File: src/rtl/seg_xlate_pkg.sv
package seg_xlate_pkg;

    typedef enum logic [1:0] {
        FLT_NONE     = 2'd0,
        FLT_LIMIT    = 2'd1,
        FLT_SELECTOR = 2'd2,
        FLT_PRIV     = 2'd3
    } fault_e;

    typedef enum logic [2:0] {
        ST_IDLE,
        ST_BASE_REQ,
        ST_BASE_WAIT,
        ST_LIM_REQ,
        ST_LIM_WAIT,
        ST_RESP
    } state_e;

endpackage

File: src/rtl/seg_table_regs.sv
module seg_table_regs #(
    parameter int ADDR_W = 32,
    parameter int SEG_W  = 8
) (
    input  logic              clk,
    input  logic              rst_n,
    input  logic              ld_valid,
    input  logic              ld_priv,
    input  logic              ld_sys,
    input  logic [ADDR_W-1:0] ld_base,
    input  logic [SEG_W:0]    ld_count,
    output logic [ADDR_W-1:0] usr_base,
    output logic [SEG_W:0]    usr_count,
    output logic [ADDR_W-1:0] sys_base,
    output logic [SEG_W:0]    sys_count
);
    localparam int NUM_TABLES = 2;

    logic [ADDR_W-1:0] base_q [NUM_TABLES];
    logic [SEG_W:0]    cnt_q  [NUM_TABLES];

    for (genvar t = 0; t < NUM_TABLES; t++) begin : g_table
        always_ff @(posedge clk) begin
            if (!rst_n) begin
                base_q[t] <= '0;
                cnt_q[t]  <= '0;
            end else if (ld_valid && ld_priv && (ld_sys == (t == 1))) begin
                base_q[t] <= ld_base;
                cnt_q[t]  <= ld_count;
            end
        end
    end

    assign usr_base  = base_q[0];
    assign usr_count = cnt_q[0];
    assign sys_base  = base_q[1];
    assign sys_count = cnt_q[1];

    // an unprivileged load leaves both tables untouched
    a_r6_unpriv_load_ignored: assert property (@(posedge clk) disable iff (!rst_n)
        (ld_valid && !ld_priv) |=> ($stable(usr_base) && $stable(usr_count)
                                    && $stable(sys_base) && $stable(sys_count)));

    // a privileged load to one table never disturbs the other
    a_r6_other_table_kept: assert property (@(posedge clk) disable iff (!rst_n)
        (ld_valid && ld_priv && ld_sys) |=> ($stable(usr_base) && $stable(usr_count)));

endmodule

File: src/rtl/seg_sel_check.sv
module seg_sel_check
    import seg_xlate_pkg::*;
#(
    parameter int ADDR_W      = 32,
    parameter int SEG_W       = 8,
    parameter int ENTRY_SHIFT = 3
) (
    input  logic              sel_sys,
    input  logic              sel_priv,
    input  logic [SEG_W-1:0]  sel_seg,
    input  logic [ADDR_W-1:0] usr_base,
    input  logic [SEG_W:0]    usr_count,
    input  logic [ADDR_W-1:0] sys_base,
    input  logic [SEG_W:0]    sys_count,
    output logic [ADDR_W-1:0] entry_addr,
    output fault_e            pre_fault
);
    logic [ADDR_W-1:0] tbl_base;
    logic [SEG_W:0]    tbl_count;

    always_comb begin
        tbl_base   = sel_sys ? sys_base  : usr_base;
        tbl_count  = sel_sys ? sys_count : usr_count;
        entry_addr = tbl_base + (ADDR_W'(sel_seg) << ENTRY_SHIFT);
        if (sel_sys && !sel_priv)
            pre_fault = FLT_PRIV;
        else if ({1'b0, sel_seg} >= tbl_count)
            pre_fault = FLT_SELECTOR;
        else
            pre_fault = FLT_NONE;
    end

endmodule

File: src/rtl/seg_xlate_fsm.sv
module seg_xlate_fsm
    import seg_xlate_pkg::*;
#(
    parameter int ADDR_W = 32
) (
    input  logic              clk,
    input  logic              rst_n,
    input  logic              req_valid,
    output logic              req_ready,
    input  logic [ADDR_W-1:0] req_disp,
    input  logic [ADDR_W-1:0] entry_addr,
    input  fault_e            pre_fault,
    output logic              rsp_valid,
    input  logic              rsp_ready,
    output logic [ADDR_W-1:0] rsp_paddr,
    output logic [1:0]        rsp_fault,
    output logic              mem_rd_valid,
    input  logic              mem_rd_ready,
    output logic [ADDR_W-1:0] mem_rd_addr,
    input  logic              mem_rsp_valid,
    input  logic [ADDR_W-1:0] mem_rsp_data
);
    localparam int WORD_BYTES = ADDR_W / 8;

    state_e            state_q, state_d;
    logic [ADDR_W-1:0] entry_q, disp_q, seg_base_q, paddr_q;
    fault_e            fault_q;

    always_comb begin
        state_d = state_q;
        unique case (state_q)
            ST_IDLE:      if (req_valid)
                              state_d = (pre_fault != FLT_NONE) ? ST_RESP : ST_BASE_REQ;
            ST_BASE_REQ:  if (mem_rd_ready)  state_d = ST_BASE_WAIT;
            ST_BASE_WAIT: if (mem_rsp_valid) state_d = ST_LIM_REQ;
            ST_LIM_REQ:   if (mem_rd_ready)  state_d = ST_LIM_WAIT;
            ST_LIM_WAIT:  if (mem_rsp_valid) state_d = ST_RESP;
            ST_RESP:      if (rsp_ready)     state_d = ST_IDLE;
            default:      state_d = ST_IDLE;
        endcase
    end

    always_ff @(posedge clk) begin
        if (!rst_n) state_q <= ST_IDLE;
        else        state_q <= state_d;
    end

    always_ff @(posedge clk) begin
        if (!rst_n) begin
            entry_q    <= '0;
            disp_q     <= '0;
            seg_base_q <= '0;
            paddr_q    <= '0;
            fault_q    <= FLT_NONE;
        end else begin
            unique case (state_q)
                ST_IDLE: if (req_valid) begin
                    entry_q <= entry_addr;
                    disp_q  <= req_disp;
                    fault_q <= pre_fault;
                    paddr_q <= '0;
                end
                ST_BASE_WAIT: if (mem_rsp_valid) seg_base_q <= mem_rsp_data;
                ST_LIM_WAIT: if (mem_rsp_valid) begin
                    if (disp_q <= mem_rsp_data) begin
                        fault_q <= FLT_NONE;
                        paddr_q <= seg_base_q + disp_q;
                    end else begin
                        fault_q <= FLT_LIMIT;
                        paddr_q <= '0;
                    end
                end
                default: ;
            endcase
        end
    end

    always_comb begin
        req_ready    = (state_q == ST_IDLE);
        rsp_valid    = (state_q == ST_RESP);
        rsp_paddr    = paddr_q;
        rsp_fault    = fault_q;
        mem_rd_valid = (state_q == ST_BASE_REQ) || (state_q == ST_LIM_REQ);
        mem_rd_addr  = (state_q == ST_LIM_REQ) ? entry_q + ADDR_W'(WORD_BYTES) : entry_q;
    end

    // one translation outstanding; response waits for the consumer
    a_r8_single_outstanding: assert property (@(posedge clk) disable iff (!rst_n)
        req_ready |-> !rsp_valid);
    a_r8_rsp_hold: assert property (@(posedge clk) disable iff (!rst_n)
        (rsp_valid && !rsp_ready) |=> (rsp_valid && $stable(rsp_paddr) && $stable(rsp_fault)));

    // stalled read request keeps its address
    a_r9_read_hold: assert property (@(posedge clk) disable iff (!rst_n)
        (mem_rd_valid && !mem_rd_ready) |=> (mem_rd_valid && $stable(mem_rd_addr)));

    // a faulting response carries a zero address
    a_r3_fault_zero_addr: assert property (@(posedge clk) disable iff (!rst_n)
        (rsp_valid && rsp_fault != 2'd0) |-> (rsp_paddr == '0));

endmodule

File: src/rtl/seg_xlate.sv
module seg_xlate
    import seg_xlate_pkg::*;
#(
    parameter int ADDR_W = 32,
    parameter int SEG_W  = 8
) (
    input  logic              clk,
    input  logic              rst_n,
    input  logic              req_valid,
    output logic              req_ready,
    input  logic              req_sys,
    input  logic              req_priv,
    input  logic [SEG_W-1:0]  req_seg,
    input  logic [ADDR_W-1:0] req_disp,
    output logic              rsp_valid,
    input  logic              rsp_ready,
    output logic [ADDR_W-1:0] rsp_paddr,
    output logic [1:0]        rsp_fault,
    output logic              mem_rd_valid,
    input  logic              mem_rd_ready,
    output logic [ADDR_W-1:0] mem_rd_addr,
    input  logic              mem_rsp_valid,
    input  logic [ADDR_W-1:0] mem_rsp_data,
    input  logic              ld_valid,
    input  logic              ld_priv,
    input  logic              ld_sys,
    input  logic [ADDR_W-1:0] ld_base,
    input  logic [SEG_W:0]    ld_count
);
    localparam int WORD_BYTES  = ADDR_W / 8;
    localparam int ENTRY_BYTES = 2 * WORD_BYTES;
    localparam int ENTRY_SHIFT = $clog2(ENTRY_BYTES);

    logic [ADDR_W-1:0] usr_base, sys_base, entry_addr;
    logic [SEG_W:0]    usr_count, sys_count;
    fault_e            pre_fault;

    seg_table_regs #(.ADDR_W(ADDR_W), .SEG_W(SEG_W)) u_regs (
        .clk(clk), .rst_n(rst_n),
        .ld_valid(ld_valid), .ld_priv(ld_priv), .ld_sys(ld_sys),
        .ld_base(ld_base), .ld_count(ld_count),
        .usr_base(usr_base), .usr_count(usr_count),
        .sys_base(sys_base), .sys_count(sys_count)
    );

    seg_sel_check #(.ADDR_W(ADDR_W), .SEG_W(SEG_W), .ENTRY_SHIFT(ENTRY_SHIFT)) u_check (
        .sel_sys(req_sys), .sel_priv(req_priv), .sel_seg(req_seg),
        .usr_base(usr_base), .usr_count(usr_count),
        .sys_base(sys_base), .sys_count(sys_count),
        .entry_addr(entry_addr), .pre_fault(pre_fault)
    );

    seg_xlate_fsm #(.ADDR_W(ADDR_W)) u_fsm (
        .clk(clk), .rst_n(rst_n),
        .req_valid(req_valid), .req_ready(req_ready), .req_disp(req_disp),
        .entry_addr(entry_addr), .pre_fault(pre_fault),
        .rsp_valid(rsp_valid), .rsp_ready(rsp_ready),
        .rsp_paddr(rsp_paddr), .rsp_fault(rsp_fault),
        .mem_rd_valid(mem_rd_valid), .mem_rd_ready(mem_rd_ready),
        .mem_rd_addr(mem_rd_addr),
        .mem_rsp_valid(mem_rsp_valid), .mem_rsp_data(mem_rsp_data)
    );

endmodule

File: config.mk
export PLATFORM = sky130hd
export DESIGN_NAME = seg_xlate
export DESIGN_NICKNAME = d
export VERILOG_FILES = /design/src/rtl/seg_xlate_pkg.sv /design/src/rtl/seg_table_regs.sv /design/src/rtl/seg_sel_check.sv /design/src/rtl/seg_xlate_fsm.sv /design/src/rtl/seg_xlate.sv
export SDC_FILE = /design/constraint.sdc
export NUM_CORES = 1
export LEC_CHECK = 0
export BUFFER_PORTS_ARGS = -buffer_cell sky130_fd_sc_hd__buf_4
export CORE_ASPECT_RATIO = 0.8
export CORE_MARGIN = 8
export CORE_UTILIZATION = 25
export DETAILED_ROUTE_END_ITERATION = 6
export PLACE_DENSITY_LB_ADDON = 0.2
export SYNTH_ARGS = -nofsm -noshare
export SYNTH_HDL_FRONTEND = slang
export SYNTH_SLANG_ARGS = --single-unit
export TNS_END_PERCENT = 1
File: constraint.sdc
create_clock -name clk -period 4.1 [get_ports clk]
set_input_delay 0.82 -clock clk [delete_from_list [all_inputs] [get_ports clk]]
set_output_delay 0.82 -clock clk [all_outputs]
set_load 0.05 [all_outputs]
==> summary.md <==
| Metric | Value |
|---|---|
| Layout Skew | `approximately 0.014 ns` |
| Total setup buffers inserted after CTS | `0` |
| Seq/Total Area, Yosys | `0.435` |
| Synth Instances | `1309` |
| Initial antenna violation count | `0` |
| DP Worst Slack | `0.218 ns` |
| P&R area growth vs syn | `25.0%` |
| Worst-margin pin slew | `around 1.1 ns` |
| Final setup vio count | `0` |
| Vias | `9729` |
| DR WL/cell | `17.6 µm` |
| Initial Utilization | `0.252` |
| Mapped Area | `11800 µm²` |
| Worst Setup End Kind | `output pin` |
| RePlAce Congestion | `0.797` |
| H-tree depth | `1` |
| Post-layout min period | `3.78 ns` |
| Site Rows | `71` |
| Drt drc | `0` |
| Met1 WL | `18900 µm` |
| Largest net degree at the start of global routing | `87` |
| Pins Over Slew Limit | `0` |
| Asr flop ratio synth | `0` |
| Data arrival time of the worst path | `between 2 and 3 ns` |
| Static Leak | `6.20 nW` |
| All-Layer GR Usage | `0.132` |
| Slew margin rel. | `0.256` |
| P per Cell Area | `402 nW/µm²` |
| Run status | `finished clean` |
| CP Launch Type | `flop` |
| HP Class | `flop to flop` |
| Yosys warning count | `0` |
| Most frequent cells in the layout | `buf_4 (216), nand2_1 (212), a21oi_1 (132)` |
| Synthesized area per cell | `9.01 µm²` |
| I/O pins | `193` |
| RSZ-0062 raised after global routing | `false` |
| Post-synthesis register bit count | `215` |
| Vias per cell | `~4.6` |
| Fmax | `0.265 GHz` |
| Worst path required time | `3.28 ns` |
| Die height | `210 µm` |
| Max Root-Sink Buffers | `3` |
| Final period utilization | `0.922` |
| Post-synth EDFFs | `just over 80` |
| Syn nets | `1515` |
| Die X | `259 µm` |
| Core Area | `46800 µm²` |
| Final wirelength | `37400 µm` |
| Crit path kind | `flop to output pin` |
| Ys flop type | `dfxtp_1` |
| CTS buffer count | `25` |
| Commonest non-fill, non-tap cell in the layout | `buf_4` |
| CTS tree | `yes` |
| ANT nets after route | `0` |
| Vias in the first global route | `9615` |
| Placed wire-length estimate | `28000 µm` |
| Fin Setup TNS | `0 ns` |
| Die area | `54400 µm²` |
| Final worst setup slack | `0.321 ns` |
| WL met2 | `~16000 µm` |
| Clock Sinks | `215` |
| IO buf count | `192` |
| R2R cell count | `12` |
| Peak VDD IR | `250 µV` |
| Final Hold Fails | `0` |
| Max layer used | `met4` |
| Layout cell share with drive strength beyond 1 | `0.196` |
| Routed met3 length | `2230 µm` |
| Root buf cell | `clkbuf_16` |
| Maxcap violations | `0` |
| Number of library cell types mapped by synthesis | `66` |
| Remaining global-route overflow | `0` |
| First-pass GRT wire length | `56800 µm` |
| Initial DRC count | `658` |
| Reg clk slew, reported paths | `0.06 ns` |
| Nets | `1695` |
| Hold depth | `2` |
| DRT Pass-1 Iters | `5` |
| Worst-Skew Late Latency | `0.54 ns` |
| Max FO, Critical Path | `6` |
-- state kept, by name, summed over array words and instances (netlist names) --
signal / flops
u_fsm.disp_q: 32
u_fsm.state_q: 3
u_fsm.seg_base_q: 32
u_fsm.entry_q: 32
u_regs.base_q: 64
u_fsm.rsp_fault: 2
u_fsm.rsp_paddr: 32
u_regs.cnt_q: 18
-- report_power, final --
part | switching (W) | leakage [nW] | internal, W
clock network | 0.000928 | 0.376 | 0.00122
registers | 0.000117 | 1.89 | 0.00237
logic | 0.000823 | 3.94 | 0.000454
total | 0.00187 | 6.20 | 0.00405
-- critical path: stages, from the launching register on --
cell	delay, ns
dfxtp_1	0.44
and3_1	0.23
and3_1	0.20
nand3_1	0.12
nor2_2	0.23
nand2_1	0.13
nor2_2	0.19
and3_1	0.31
nand3_1	0.12
xnor2_1	0.20
buf_4	0.23
-- cell usage after synthesis, drive strengths merged (2+ instances only) --
cell     instances  area, µm²
nand2          214        803
dfxtp          133       2660
a21oi          132        661
and2            88        551
edfxtp          82       2460
ha              80       1000
nor2            79        297
clkbuf          53        199
o21ai           47        235
inv             46        173
xnor2           42        368
nand3           36        180
xor2            32        280
a21o            25        188
mux2i           22        220
nand4           21        131
a22oi           18        135
mux2            16        180
and3            14       88.8
nor3            13       65.1
a211oi          11       87.6
buf             10       65.1
or3              9       57.6
nand2b           8       50.1
nor2b            8       50.1
o211ai           8       60.1
o21a             7       52.6
nor4             6       43.8
and2b            4       35.0
o31ai            4       35.0
a2111oi          3       26.3
a211o            3       26.3
a32oi            3       26.3
nand3b           3       22.5
a221oi           2       23.8
a31oi            2       12.5
and4             2       17.5
fa               2       40.0
nand4b           2       17.5
nor3b            2       15.0
o211a            2       20.0
or2              2       12.5
-- per-stage QoR --
step	hold WS (ns)	power [W]	instance area [µm²]	util	std cells
global route	0.480	0.00622	14700	0.315	2128
floorplan	0.441	0.00333	11800	-	1309
CTS	0.461	0.00601	14700	0.315	2128
detailed placement	0.445	0.00382	13900	0.298	2082
global placement	0.439	0.00382	13900	0.298	2082
finish	0.454	0.00592	14700	0.315	2129
-- layer usage --
metal | track usage | vias up
li1 | - | 4938
met1 | 0.191 | 4515
met2 | 0.196 | 237
met3 | 0.0295 | 39
met4 | 0.0298 | 0
met5 | 0 | -
-- layout make-up --
cell class                 count  area [µm²]
antenna                        1        2.50
clock buffer                  32         673
clock inverter                14         100
fill                        4940       32100
inverter                      46         174
multi-input combinational    985        6260
sequential                   215        5130
tap                          620         776
timing repair buffer         216        1620
-- final timing paths --
| check | start | to | slack (ns) |
|---|---|---|---|
| min reg2reg | u_fsm.rsp_paddr[28] | u_fsm.rsp_paddr[28] | 0.45 |
| min | u_fsm.rsp_paddr[28] | u_fsm.rsp_paddr[28] | 0.45 |
| max reg2reg | u_fsm.disp_q[0] | u_fsm.rsp_paddr[30] | 0.93 |
| max | u_fsm.entry_q[9] | mem_rd_addr[31] | 0.32 |
-- repair_timing --
action | in CTS | in global routing
endpoints found under the setup margin | 4 | 4
hold buffers | 0 | 0
resized for setup | 2 | 4
-- cells by family after synthesis --
logic type / after synthesis / synth area share
compound gates: 278 / 0.143
xor+xnor: 74 / 0.0550
fa+ha+maj: 82 / 0.0883
buf+inv: 109 / 0.0370
flops: 215 / 0.435
mux: 38 / 0.0340
simple gates: 513 / 0.208
(Power assumes the default switching activity.)
